`config.mk`:
```
export PLATFORM = sky130hd
export DESIGN_NAME = out_port_arbiter
export DESIGN_NICKNAME = d
export VERILOG_FILES = /design/src/rtl/out_port_arbiter.sv
export SDC_FILE = /design/constraint.sdc
export NUM_CORES = 1
export LEC_CHECK = 0
export ABC_AREA = 0
export BUFFER_PORTS_ARGS = -buffer_cell sky130_fd_sc_hd__buf_2
export CORE_MARGIN = 2
export CORE_UTILIZATION = 45
export CTS_CLUSTER_DIAMETER = 200
export DETAILED_ROUTE_END_ITERATION = 16
export GPL_TIMING_DRIVEN = 0
export PLACE_DENSITY = 0.65
export SLEW_MARGIN = 20
export SYNTH_ARGS = -nofsm -noshare
export SYNTH_HDL_FRONTEND = slang
export SYNTH_SLANG_ARGS = --single-unit
```
`constraint.sdc`:
```
create_clock -name clk -period 18.33 [get_ports clk]
set_input_delay 1.833 -clock clk [delete_from_list [all_inputs] [get_ports clk]]
set_output_delay 1.833 -clock clk [all_outputs]
set_load 0.02 [all_outputs]
```
`src/rtl/out_port_arbiter.sv`:
```
module out_port_arbiter #(
  parameter int NSRC  = 4,
  parameter int NPORT = 4
) (
  input  logic                         clk,
  input  logic                         rst_n,
  input  logic [NSRC-1:0]              req_valid,
  input  logic [NSRC-1:0]              req_hi,
  input  logic [NSRC*NPORT-1:0]        req_mask,
  input  logic [NSRC-1:0]              eop,
  output logic [NPORT*NSRC-1:0]        grant,
  output logic [NSRC-1:0]              src_busy,
  output logic [NSRC*$clog2(NPORT)-1:0] src_port
);
  localparam int SW = (NSRC  > 1) ? $clog2(NSRC)  : 1;
  localparam int PW = (NPORT > 1) ? $clog2(NPORT) : 1;

  logic [NPORT-1:0] own_vld, nxt_vld;
  logic [SW-1:0]    own_src [NPORT];
  logic [SW-1:0]    nxt_src [NPORT];
  logic [SW-1:0]    ptr     [NPORT];
  logic [SW-1:0]    nxt_ptr [NPORT];
  logic [NSRC-1:0]  taken;

  always_comb begin
    grant    = '0;
    src_busy = '0;
    src_port = '0;
    for (int p = 0; p < NPORT; p++) begin
      if (own_vld[p]) begin
        grant[p*NSRC + int'(own_src[p])]    = 1'b1;
        src_busy[own_src[p]]                = 1'b1;
        src_port[int'(own_src[p])*PW +: PW] = PW'(p);
      end
    end
  end

  always_comb begin
    int  idx;
    int  win;
    logic found;
    taken = src_busy;
    idx   = 0;
    win   = 0;
    found = 1'b0;
    for (int p = 0; p < NPORT; p++) begin
      nxt_vld[p] = own_vld[p];
      nxt_src[p] = own_src[p];
      nxt_ptr[p] = ptr[p];
      if (own_vld[p] && eop[own_src[p]]) nxt_vld[p] = 1'b0;
    end
    for (int p = 0; p < NPORT; p++) begin
      if (!own_vld[p]) begin
        found = 1'b0;
        win   = 0;
        for (int lvl = 0; lvl < 2; lvl++) begin
          for (int k = 0; k < NSRC; k++) begin
            idx = (int'(ptr[p]) + k) % NSRC;
            if (!found && req_valid[idx] && !taken[idx] &&
                req_mask[idx*NPORT + p] && (req_hi[idx] == (lvl == 0))) begin
              found = 1'b1;
              win   = idx;
            end
          end
        end
        if (found) begin
          nxt_vld[p] = 1'b1;
          nxt_src[p] = SW'(win);
          nxt_ptr[p] = (win == NSRC-1) ? '0 : SW'(win + 1);
          taken[win] = 1'b1;
        end
      end
    end
  end

  always_ff @(posedge clk or negedge rst_n) begin
    if (!rst_n) begin
      own_vld <= '0;
      for (int p = 0; p < NPORT; p++) begin
        own_src[p] <= '0;
        ptr[p]     <= '0;
      end
    end else begin
      own_vld <= nxt_vld;
      for (int p = 0; p < NPORT; p++) begin
        own_src[p] <= nxt_src[p];
        ptr[p]     <= nxt_ptr[p];
      end
    end
  end

  for (genvar s = 0; s < NSRC; s++) begin : g_src_chk
    logic [NPORT-1:0] col;
    always_comb for (int p = 0; p < NPORT; p++) col[p] = grant[p*NSRC + s];

    assert_one_port_per_src_R8: assert property (@(posedge clk) disable iff (!rst_n)
      $countones(col) <= 1);

    assert_release_after_eop_R7: assert property (@(posedge clk) disable iff (!rst_n)
      (src_busy[s] && eop[s]) |=> !src_busy[s]);

    for (genvar p = 0; p < NPORT; p++) begin : g_port
      assert_grant_needs_req_R2: assert property (@(posedge clk) disable iff (!rst_n)
        (!grant[p*NSRC + s] && !(req_valid[s] && req_mask[s*NPORT + p]))
        |=> !grant[p*NSRC + s]);

      assert_hold_until_eop_R6: assert property (@(posedge clk) disable iff (!rst_n)
        (grant[p*NSRC + s] && !eop[s]) |=> grant[p*NSRC + s]);
    end
  end
endmodule

```
Word level (Yosys, flattened, before mapping)
Cells that the tools add are included.

Logic and storage cells: 697. Memory bits (writable): 0. Latch bits: 0. ROM bits: 0. Output and inout port bits: 28. Input port bits: 30. Bits in registers: 20. Memories kept: 0.

Mux-type cells: 346. Shift operators: 8. Equality and inequality tests: 4. Bitwise gates (word level): 42. Add/sub/neg operators: 35. Reduce and logical (&&, ||, !) cells: 199. Multipliers: 0. Magnitude comparators: 54. Divide/modulo/power cells: 0.

Operators by type and width (number): 32-bit 2-to-1 mux (32); 1-bit 2-to-1 mux (206); 1-bit logical AND (139); 3-bit negator with 33-bit output (4); 2-bit by 33-bit variable shift with 8-bit output, first input constant (4); 2-bit by 33-bit indexed part select with 8-bit output, first input constant (4); 32-bit by 3-bit equality test with 1-bit output, second input constant (4); 1-bit binary-select mux with 2-bit select (56); 32-bit by 1-bit >= comparator with 1-bit output, second input constant (3); 32-bit by 4-bit < comparator with 1-bit output, second input constant (3); 6-bit < comparator, second input constant (9); 1-bit binary-select mux with 4-bit select (12); 3-bit by 4-bit < comparator with 1-bit output, second input constant (12); 16-bit 2-to-1 mux (3); 16-bit bitwise OR (3); 1-bit zero test (44); 4-bit 2-to-1 mux (11); 5-bit by 3-bit adder with 6-bit output, second input constant (6); 8-bit 2-to-1 mux (4); 5-bit < comparator, second input constant (5); 2-bit adder, second input constant (12); 8-bit bitwise mux (3); 2-bit by 3-bit < comparator with 1-bit output, second input constant (8); 4-bit bitwise OR (6); other kinds (20) (95).

Logic depth before layout (Yosys ltp)
Gate-level depths: netlist (run 1).

Depth in word-level cells: 262. Gate-level depth with buffers: 55. Depth with buffers taken out: 54.

Worst setup path before layout (run 1)
Ideal clock, no wire load.

Path kind: in2reg. Start: input req_valid[0]. End: register ptr[1] in the netlist's numbering. Buffers on the path: 2. Path slack: 7.601 ns. Stages on the path: 46. Data arrival time: 10.586 ns. Library setup time: 0.143 ns. Path through: clkbuf_1 > nand2_1 > o21ai_1 > a21bo_1 > mux2i_4 > nand2b_1 > or4_1 > a21oi_1 > a221oi_1 > nor3_1 > inv_1 > ha_1 > o311ai_2 > nand2_1 > mux4_2 > a211o_1 > nor2b_1 > nand2_1 > [10 not listed] > clkbuf_1 > nand2_1 > nand2_1 > and4b_1 > or4b_2 > o41ai_1 > inv_1 > ha_1 > mux2i_1 > or2_2 > nor2_1 > o41ai_1 > o211ai_1 > o221ai_1 > o221ai_1 > a2111o_1 > a222oi_1 > a221oi_2.

Longest elaborated chain between the ends: 250. Elaborated cells between the ends (all ways): 369. Those cells by class: add/sub: 1; order compare: 6; eq/ne: 1; mux: 190; bitwise: 3; reduce/logical: 168.

RTL lines: start, declared (RTL line 7) `input logic [NSRC-1:0] req_valid,`; 1-bit binary-select mux with 2-bit select (RTL line 59) `if (!found && req_valid[idx] && !taken[idx] &&`; 1-bit 2-to-1 mux (implied by the code) (RTL line 59); 1-bit logical AND (2 in a row) (RTL line 59); 1-bit logical AND (RTL line 60) `req_mask[idx*NPORT + p] && (req_hi[idx] == (lvl == 0))) begin`; 1-bit 2-to-1 mux (RTL line 59); 1-bit 2-to-1 mux (RTL line 53) `if (!own_vld[p]) begin`; 1-bit zero test (RTL line 59); 1-bit logical AND (3 in a row) (RTL line 59); [229 not listed]; 1-bit 2-to-1 mux (RTL line 53); 1-bit zero test (RTL line 59); 1-bit logical AND (3 in a row) (RTL line 59); 1-bit logical AND (RTL line 60); 32-bit 2-to-1 mux (RTL line 59); 32-bit 2-to-1 mux (RTL line 53); 32-bit by 3-bit equality test with 1-bit output or 2-bit adder (tied branches) (RTL line 69) `nxt_ptr[p] = (win == NSRC-1) ? '0 : SW'(win + 1);`; 2-bit 2-to-1 mux (RTL line 69); end signal, assigned by index (RTL line 87) `ptr[p] <= nxt_ptr[p];`; end, declared (RTL line 21) `logic [SW-1:0] ptr [NPORT];`.

Several ways; a longest one is shown, not always the timed one. The select of a mux whose other input is x is not followed. A chain may end at the register's enable or synchronous reset.

Worst setup path after layout (run 1)
Ends and elaborated chain as after synthesis.

==> run summary, run 1 <==
The flow ran to the end, and the final reports show no timing, DRC or antenna violations. The run gives 500.5 um^2 as the area taken by flip-flops and latches. Routed wire length per instance: 18.80 um.

Cell type of the slowest stage on the worst timing path: sky130_fd_sc_hd__o41ai_1. The async set-or-reset flop fraction in the synthesized netlist is 1.000, and the post-CTS repair timing setup buffer count is 0. During placement, the flow inserted port buffers numbering 54. For this run, the detailed router's first-pass iteration total came to 5. The ratio of routed vias to standard cells works out to 6.584. The number of violations of the max-capacitance limit was 0; the maximum single-stage delay on the critical path was 0.74 ns. After global routing, the most crowded layer is met2. Clock skew on the completed layout was measured at 0.007404 ns.

The number of nets in the synthesized netlist is 597. By area the synthesized netlist is led by sky130_fd_sc_hd__dfrtp_1, sky130_fd_sc_hd__nand2_1, sky130_fd_sc_hd__mux2i_1, sky130_fd_sc_hd__nor2_1, sky130_fd_sc_hd__o21ai_0. In the final timing run, aggregate negative setup slack is 0 ns. For this run, the leading register cell type out of synthesis is sky130_fd_sc_hd__dfrtp_1. For the total wire length, the log shows 13.56 mm. For this design, the CTS-stage hold fixing added 0 buffers. TritonCTS built the clock tree. Summing every instance area after synthesis gives 0.004064 mm^2.

Maximum count of clock buffers along a single path: 2. STA classifies the critical path startpoint as a primary input. The worst setup path is captured at a flip-flop.

The logs give 0.03333 for the met3 layer usage reported by global route and 0 for the post-cts gate resize count. The number of synthesized register bits was 20. The die width was 99.03 um.

The run gives 20 as the total number of clock tree sinks. The tools report the core box area as 0.008721 mm^2. sky130_fd_sc_hd__dfrtp_1 takes more of the synthesized area than any other cell.

The critical path data arrival time is 12.57 ns, and the effective utilization at floorplan is 0.4660. The floorplan has 34 rows. The placed wire-length estimate after detailed placement was 10.67 mm; the number of instances in the synthesized netlist was 555. The number of design rule violations left after detail routing came out at 0. The final-report setup violation count was 0; the maximum fanout encountered on the critical timing path was 9. Yosys printed 0 warnings. The fraction of final layout cells with drive strength greater than 1 works out to 0.1958.

Number of endpoints with negative hold slack in the final report: 0. Critical setup path kind: primary input to flip-flop. In this run the clock root is driven by a sky130_fd_sc_hd__clkbuf_8.

Leaving out fill and tap cells, the most frequent cell in the layout is sky130_fd_sc_hd__nand2_1. The layout overhead on the synthesized area came out at 11.73%. The library cells used most frequently in the layout, excluding fill and tap cells, are sky130_fd_sc_hd__nand2_1, sky130_fd_sc_hd__buf_2, sky130_fd_sc_hd__nor2_1. Clock-pin slew was measured on the worst setup and hold paths at 0.08 ns. The global routing usage on met2 is 0.4319. For the pin with the worst max-slew slack, the measured transition is 0.9155 ns. Setup repair after global routing left no endpoint under its margin. The number of global-route vias before repair was 4431; the wire length of the first global-routing pass was 21.99 mm.

TritonCTS created 3 clock buffers. The number of pins with negative max-slew slack in the final report is 0, and the mean cell area of the mapped netlist is 7.322 um^2. The final period utilization is 0.6789, and the total routing resource utilization after global routing is 0.2713.

The clock period minus final worst setup slack was 12.44 ns. The number of distinct library cells after synthesis is 90, and the total vias in the final route is 4747. The overall die area was 0.009807 mm^2.

The tools report the placer congestion estimate as 0.9664. The data required time of the worst path is 18.46 ns, and the number of inserted diodes is 0. Clock latency on the worst-skew pair, taken at its later pin, is 0.27 ns.

Summed over all layers, the global routing overflow is 0. The run gives 0.1232 as the sequential area share after synthesis. The final layout contains 656 nets.

The remaining antenna violation count was 0. From bottom edge to top edge, the die measures 99.03 um. Counting the fill cells in the layout gives 869.

Based on the critical path, the design can be clocked at up to 80.36 MHz. In the final layout, the multi-input gates occupy 0.003301 mm^2. In this run, synthesis inferred 0 flip-flops with an integrated enable. In this run the count of I/O pins placed on the die edge is 58. The pin count of the biggest net entering global routing is 21, and the number of H-tree levels is 1. In this run, the number of DRC markers left after iteration 0 of detailed routing was 350.

The tools report the remaining max-slew budget at the tightest pin as 0.3817. The classification of the worst-slack hold path is flip-flop to flip-flop. For the number of antenna violations at the first check in global routing, the log shows 1. The met1 track utilization from global routing was 0.3889. Portion of synthesized cell area occupied by the leading cell type: 0.1232.
layout make-up:
type,instances,area share
multi-input combinational,468,0.7269
sequential,20,0.1102
timing repair buffer,54,0.05952
inverter,39,0.03224
tap,108,0.02976
buffer,28,0.02563
clock buffer,3,0.009093
clock inverter,1,0.006613
layer usage:
metal,vias up,part of all wire
met2,259,0.45
met3,24,0.078
li1,2213,-
met4,2,0.020
met1,2249,0.45
met5,-,0.00081
cell families after synthesis:
family	Yosys count	synth area share
AO/OA/AOI/OAI	172	0.3165
XOR/XNOR	1	0.002156
adder cells (fa/ha/maj)	12	0.03694
buffers and inverters	67	0.06465
flip-flops	20	0.1232
multiplexers	49	0.1509
AND/OR/NAND/NOR	234	0.3057
state kept, by name, summed over array words and instances (netlist names), named ones only:
| name | cells |
|---|---|
| own_src | 8 |
| own_vld | 4 |
| ptr | 7 |
Yosys cell counts (8+ instances only):
cell,count
sky130_fd_sc_hd__nand2_1,72
sky130_fd_sc_hd__nor2_1,53
sky130_fd_sc_hd__o21ai_0,36
sky130_fd_sc_hd__inv_1,34
sky130_fd_sc_hd__a21oi_1,26
sky130_fd_sc_hd__mux2i_1,26
sky130_fd_sc_hd__nand3_1,24
sky130_fd_sc_hd__clkbuf_1,20
sky130_fd_sc_hd__dfrtp_1,20
sky130_fd_sc_hd__mux2_2,15
sky130_fd_sc_hd__a31oi_1,14
sky130_fd_sc_hd__ha_1,12
sky130_fd_sc_hd__nor3_1,12
sky130_fd_sc_hd__and2_1,8
sky130_fd_sc_hd__and3_1,8
sky130_fd_sc_hd__o22ai_1,8
critical path: cells and delay by family:
family	cells	cell delay, ns
AO/OA/AOI/OAI	20	4.92
AND/OR/NAND/NOR	14	3.37
buffers and inverters	5	1.15
adder cells (fa/ha/maj)	3	0.84
multiplexers	2	0.44
metrics by stage:
stage | utilization | instance area [um^2] | hold slack, ns | worst slack [ns] | instances
final | 0.5207 | 4541 | 0.6011 | 5.885 | 721
after global routing | 0.5207 | 4541 | 0.6203 | 5.030 | 721
after CTS | 0.5207 | 4541 | 0.6005 | 6.093 | 721
after detailed placement | 0.5125 | 4469 | 0.5804 | 5.841 | 717
after global placement | 0.5125 | 4469 | 0.5675 | 6.025 | 717
after floorplan | - | 4064 | 0.5206 | 7.601 | 555
worst paths after layout:
path,start,cells past startpoint,slack (ns),endpoint
max in group asynchronous,rst_n,1,16.49,own_src[7]
min in group asynchronous,rst_n,1,1.51,own_src[2]
worst min register to register,own_vld[3],1,0.60,own_vld[3]
worst max register to register,own_vld[0],44,6.38,ptr[1]
worst min-delay path,own_vld[3],1,0.60,own_vld[3]
worst max-delay path,req_valid[0],44,5.89,ptr[1]
Power of run 1 is not shown: default switching activity piles up to over one toggle a cycle in this logic, so the estimate is an artifact.
==> run 2, diff against run 1 <==
Settings changed: PLACE_DENSITY 0.65 to 0.68.
Clock period 18.33 ns to 10.3 ns, I/O delays scaled along.
==> run 2 against run 1 <==
Effect of this change:
- critical path depth up 4
- sequential share of layout area fell by 1.9 points
- sequential cell count unchanged
==> run summary, run 2 (synthesized netlist as in run 1, its figures left out) <==
The most common library cell in the layout ignoring fill and taps was sky130_fd_sc_hd__nand2_1. Compared with the post-synthesis result, the final layout area differs by 36.70%. The final setup slack of the worst path is 0.2131 ns (-5.672 ns). The register bank with the most flops is own_src.

The logs give 706 (+7.6%) for the post-layout net count and 1.008 (+4.3%) for the placer congestion estimate. The worst hold path cell count was 1 (unchanged). The count of input and output buffers works out to 54 (unchanged).

The reg-to-reg critical path endpoint was ptr[1]. Row count: 34 (unchanged). The tools report the number of global-route vias before repair as 4525 (+2.1%). The total number of clock tree sinks was 20 (unchanged).

The fill cell instance count of the final layout is 778 (-10%), and the cell count of the worst reg-to-reg path is 48 (+9.1%). The run finished with clean final reports. TritonCTS built the clock tree. The hold buffer count at cts was 0 (unchanged); the cell area after layout was 0.005555 mm^2 (+22%). The worst setup slack before clock tree synthesis was -1.245 ns (-7.086 ns); the DRC marker count from the first detailed-route iteration was 300 (-14%). Latest clock arrival within the worst-skew pair: 0.27 ns (about the same). The total vias in the final route is 5007 (+5.5%), and the final period utilization is 0.9793. The routed wire length per instance works out to 19.73 um (+4.9%).

For the total wire length, the log shows 15.21 mm (+12%). For the setup skew after layout, the log shows 0.01002 ns (+0.002615 ns). The overall die height came out at 99.03 um (unchanged). The number of antenna violations at the first check in global routing was 0 (-1); the total routing resource utilization after global routing was 0.2798 (+0.008456). The slowest stage of the critical path is the sky130_fd_sc_hd__mux4_2 cell. The classification of the worst-slack hold path is flip-flop to flip-flop.

The ratio of routed vias to standard cells was 6.494 (-1.4%). The top cell types in the final layout, fill and taps aside, are sky130_fd_sc_hd__nand2_1, sky130_fd_sc_hd__buf_2, sky130_fd_sc_hd__buf_4. The tools report the effective utilization at floorplan as 0.4660 (unchanged). The slew of the pin with the lowest slew margin came out at 0.8735 ns (-0.04208 ns).

The CTS clock-pin slew for the worst setup and hold paths came out at 0.08 ns (about the same). The number of clock buffers inserted by TritonCTS was 3 (unchanged). The area after detailed placement was 0.004469 mm^2 (unchanged).

Element type at the critical path start: a flip-flop. The sum of overflow across all layers after global routing is 0 (unchanged), and the remaining antenna violation count is 0 (unchanged). The tree is rooted in a sky130_fd_sc_hd__clkbuf_8.

The placed wire-length estimate after detailed placement came out at 10.49 mm (-1.7%). The largest registers in the layout are own_src (8), ptr (7), own_vld (4). The number of design rule violations left after detail routing was 0 (unchanged). The tools report the critical hold path startpoint as own_vld[3].

The clock period minus final worst setup slack was 10.09 ns. The number of endpoints with negative hold slack in the final report is 0 (unchanged), and the number of top-level pins is 58 (unchanged). The final design utilization is 0.6370 (+0.1164). The pin count of the biggest net entering global routing was 21 (unchanged); the final total negative setup slack was 0 ns (unchanged). The worst setup path is captured at a flip-flop. For the worst-case register-to-register setup slack, the log shows 0.21 ns (-6.17 ns). The wire length of the first global-routing pass was 22.73 mm (+3.4%); the final-report setup violation count was 0 (unchanged). The die width was 99.03 um (unchanged). The remaining max-slew budget at the tightest pin was 0.4177 (+0.03604). The worst register-to-register path begins at own_vld[2]. Hold path endpoint: own_vld[3]. The length of the first detailed-routing pass in iterations was 5 (unchanged); the critical path data arrival time was 10.22 ns (-2.35 ns).

The maximum fanout encountered on the critical timing path was 6 (-3); the data required time of the worst path was 10.43 ns (-8.03 ns). The maximum single-stage delay on the critical path was 0.52 ns (-0.22 ns); the number of H-tree levels was 1 (unchanged). Number of violations of the max-capacitance limit: 0 (unchanged).

The number of pins with negative max-slew slack in the final report came out at 0 (unchanged). The maximum count of clock buffers along a single path was 2 (unchanged). For the core box area, the log shows 0.008721 mm^2 (unchanged).

The number of flip-flops under the largest register name was 8 (unchanged). The fraction of final layout cells with drive strength greater than 1 is 0.3922 (+0.1964). Static timing analysis puts the maximum clock frequency at 99.14 MHz. The critical setup path kind was flip-flop to flip-flop. The overall die area came out at 0.009807 mm^2 (unchanged). The number of inserted diodes came out at 0 (unchanged).
-- run 2: cell count changes in the layout (fill, tap and decap cells not counted), moves of 7 or more --
cell / previous run / this run
sky130_fd_sc_hd__buf_4: 0 / 51
sky130_fd_sc_hd__clkbuf_1: 20 / 13
sky130_fd_sc_hd__ha_1: 12 / 2
sky130_fd_sc_hd__nand2_1: 72 / 64
-- run 2: timing repair --
item                       4_1_cts  5_1_grt
setup endpoints to repair        5        5
buffers inserted                14       40
pin swaps                       10       46
resized for setup               19      111
-- run 2: layout make-up --
cell class | count | area, um^2 | share of cell area
multi-input combinational | 468 | 3894 | 0.7009
clock buffer | 3 | 41.29 | 0.007432
clock inverter | 1 | 30.03 | 0.005405
buffer | 24 | 111.4 | 0.02005
sequential | 20 | 508.0 | 0.09144
timing repair buffer | 108 | 686.9 | 0.1236
tap | 108 | 135.1 | 0.02432
inverter | 39 | 148.9 | 0.02680
-- run 2: worst max path at each step --
stage,startpoint,end,slack (ns),cells after the start
6_report,own_vld[2],ptr[1],0.21,48
5_1_grt,own_vld[0],ptr[1],-0.28,50
4_1_cts,own_vld[2],ptr[1],0.04,50
3_5_place_dp,req_hi[2],ptr[1],-1.24,43
3_3_place_gp,own_vld[0],ptr[1],-1.10,45
2_1_floorplan,req_valid[0],ptr[1],0.37,46
-- run 2: stage by stage --
step | hold slack [ns] | std cells
2_1_floorplan | 0.5206 | 555
3_3_place_gp | 0.5660 | 717
3_5_place_dp | 0.5882 | 717
4_1_cts | 0.6054 | 731
5_1_grt | 0.5946 | 771
6_report | 0.5703 | 771
-- run 2: per-layer routing --
layer  up-vias  routed length (um)  global-route usage
met5         -                   0                   0
li1       2320                   -                   -
met2       236                7170              0.4449
met4         0                 491             0.09378
met1      2408                6535              0.3956
met3        43                1014             0.02979
-- run 2: worst max-delay path: cells and delay by family (launching register included) --
family          cells  cell delay (ns)
buf+inv             4             0.55
mux                 4             0.86
flops               1             0.43
compound gates     25             5.49
simple gates       12             2.05
fa+ha+maj           3             0.57
Power of run 2 is left out for the same reason.
==> run 3, diff against run 2 <==
Settings changed: CORE_MARGIN 2 to 10, CORE_UTILIZATION 45 to 54, PLACE_DENSITY 0.68 to 0.79.
==> run 3 against run 2 <==
Effect of this change:
- the run now ends with setup timing left
- sequential cell count is the same
- sequential share of layout area is essentially flat
- register-to-register slack lost 0.22 ns
- via count grew 5.0%
- cell area grew 0.29%
- routed wire length grew 5.7%
- global-route usage shrank 4.6 points
- setup slack lost 0.22 ns
==> run summary, run 3 (synthesized netlist as in run 1, its figures left out) <==
STA classifies the critical path endpoint as a flip-flop. The cell count of the worst reg-to-reg path was 52 (+8.3%); the overall die height was 106.8 um (+7.8%). Cell type of the slowest stage on the worst timing path: sky130_fd_sc_hd__o311ai_0. The maximum count of clock buffers along a single path is 2 (unchanged).

The run finished, with violations left. The overall die area came out at 0.01140 mm^2 (+16%). The remaining max-slew budget at the tightest pin came out at 0.4337 (+0.01601). Slew of the pin with the lowest slew margin: 0.8405 ns (-0.03290 ns). The setup path with the least slack is of type flip-flop to flip-flop. The number of endpoints with negative hold slack in the final report is 0 (unchanged). Maximum single-stage delay on the critical path: 0.47 ns (-0.05 ns). The number of pins with negative max-slew slack in the final report came out at 0 (unchanged). STA classifies the critical path startpoint as a flip-flop. The DRC marker count from the first detailed-route iteration is 601 (+100%), and the maximum fanout encountered on the critical timing path is 6 (unchanged). The total routing resource utilization after global routing is 0.2334 (-0.04642), and the number of H-tree levels is 1 (unchanged). The register bank with the most flops is own_src. For the number of global-route vias before repair, the log shows 4520 (-0.11%).

The tools report the length of the first detailed-routing pass in iterations as 6 (+1). The pin count of the biggest net entering global routing was 21 (unchanged); the worst hold path cell count was 1 (unchanged). The run gives 10.43 ns (+0.21 ns) as the critical path data arrival time.

The min-delay analysis places its worst path in the category flip-flop to flip-flop. The run gives 719 (+1.8%) as the post-layout net count. Category of cells accounting for the largest share of critical-path delay: compound AO/OA/AOI/OAI gates. The routed wire length per instance works out to 20.75 um (+5.2%).

The maximum clock frequency came out at 97.04 MHz (-2.1%). The reg-to-reg startpoint is own_vld[3]. The run gives 58 (unchanged) as the number of top-level pins.

The library cell used most frequently in the layout, excluding fill and tap cells, is sky130_fd_sc_hd__nand2_1. Worst setup slack before clock tree synthesis: -1.372 ns (-0.1272 ns). The ratio of routed vias to standard cells is 6.785 (+4.5%). The final reports fail on setup timing. The tools report the core box area as 0.007292 mm^2 (-16%).

TritonCTS built the clock tree. The placed wire-length estimate after detailed placement is 10.41 mm (-0.79%). The die width works out to 106.8 um (+7.8%).

The remaining antenna violation count is 0 (unchanged), and the sum of overflow across all layers after global routing is 0 (unchanged). In the final layout, the registers with the most flip-flops are own_src (8), ptr (7), own_vld (4). The run gives 10.42 ns (about the same) as the data required time of the worst path. The reg-to-reg critical path endpoint is ptr[1]. The number of violations of the max-capacitance limit came out at 0 (unchanged). The clock period minus final worst setup slack came out at 10.31 ns (+0.2183 ns). The final period utilization is 1.001 (+0.02119), and the count of buffer and inverter cells on the critical path is 4 (unchanged). The clock tree root buffer cell is sky130_fd_sc_hd__clkbuf_8. The final setup slack of the worst path came out at -0.005167 ns (-0.2183 ns).

The worst hold path begins at own_vld[3]. The effective utilization at floorplan came out at 0.5573 (+0.09131). The wire length of the first global-routing pass is 22.44 mm (-1.3%). The count of input and output buffers works out to 54 (unchanged).

Leaving out fill and tap cells, the most frequent cells in the layout are sky130_fd_sc_hd__nand2_1, sky130_fd_sc_hd__buf_4, sky130_fd_sc_hd__buf_2. The final-report setup violation count was 1 (+1); the fraction of final layout cells with drive strength greater than 1 was 0.3994 (+0.007251). The number of inserted diodes was 0 (unchanged). Row count: 31 (-8.8%).

The worst-case register-to-register setup slack is -0.005 ns (-0.22 ns). The path with the worst hold slack has its endpoint at own_vld[3]. The logs give 3 (unchanged) for the number of clock buffers inserted by TritonCTS and 0.7641 (+0.1271) for the final design utilization. The total wire length is 16.08 mm (+5.7%), and the setup skew after layout is 0.007711 ns (-0.002308 ns).

Relative to the synthesized area, the layout overhead comes to 37.10%. For the total vias in the final route, the log shows 5258 (+5.0%). The CTS clock-pin slew for the worst setup and hold paths was 0.07 ns (about the same). The number of flip-flops under the largest register name is 8 (unchanged), and the total number of clock tree sinks is 20 (unchanged). The latest clock arrival within the worst-skew pair is 0.26 ns (about the same), and the number of design rule violations left after detail routing is 0 (unchanged). The placer congestion estimate came out at 1.047 (+3.9%).

The number of antenna violations at the first check in global routing came out at 0 (unchanged).
run 3: cell types whose count changed in the layout (fill, tap and decap cells not counted), sizes merged:
| cell | previous run | this run |
|---|---|---|
| buf | 113 | 127 |
| clkbuf | 22 | 21 |
run 3: timing repair:
action / in CTS / in global routing
hold buffers: 0 / 0
resized for setup: 17 / 103
hold endpoints to repair: 0 / 0
setup endpoints to repair: 5 / 5
setup buffers: 9 / 58
pin swaps: 6 / 48
run 3: cell type report:
cell class / count / area (um^2)
Sequential cell: 20 / 509.2
Inverter: 39 / 146.4
Timing Repair Buffer: 120 / 769.5
Clock inverter: 1 / 30.03
Fill cell: 504 / 1720
Multi-Input combinational cell: 468 / 3837
Buffer: 25 / 113.9
Clock buffer: 3 / 41.29
Tap cell: 99 / 123.9
run 3: how the worst max path moves through the flow:
stage                       from     end  slack (ns)  cells after the start
finish                own_vld[3]  ptr[1]      -0.005                     52
global route          own_vld[2]  ptr[1]       -0.40                     50
CTS                   own_src[6]  ptr[1]       0.008                     48
detailed placement  req_valid[0]  ptr[1]       -1.37                     42
global placement    req_valid[0]  ptr[1]       -1.28                     42
floorplan           req_valid[0]  ptr[1]        0.37                     46
run 3: layer usage:
| metal | vias to the layer above | part of all wire | GRT usage |
|---|---|---|---|
| li1 | 2337 | - | - |
| met1 | 2458 | 0.39 | 0.3021 |
| met2 | 383 | 0.46 | 0.3753 |
| met3 | 80 | 0.11 | 0.05269 |
| met4 | 0 | 0.040 | 0.07447 |
| met5 | - | 0 | 0 |
run 3: stage by stage:
| step | cell area (um^2) | hold slack, ns | cells | TNS [ns] |
|---|---|---|---|---|
| after detailed placement | 4458 | 0.5710 | 708 | -5.321 |
| after CTS | 4666 | 0.5874 | 718 | 0 |
| final | 5572 | 0.5796 | 775 | -0.005167 |
| after floorplan | 4064 | 0.5206 | 555 | 0 |
| after global routing | 5572 | 0.6005 | 775 | -1.228 |
| after global placement | 4458 | 0.5547 | 708 | -4.863 |
Power of run 3 is left out for the same reason.
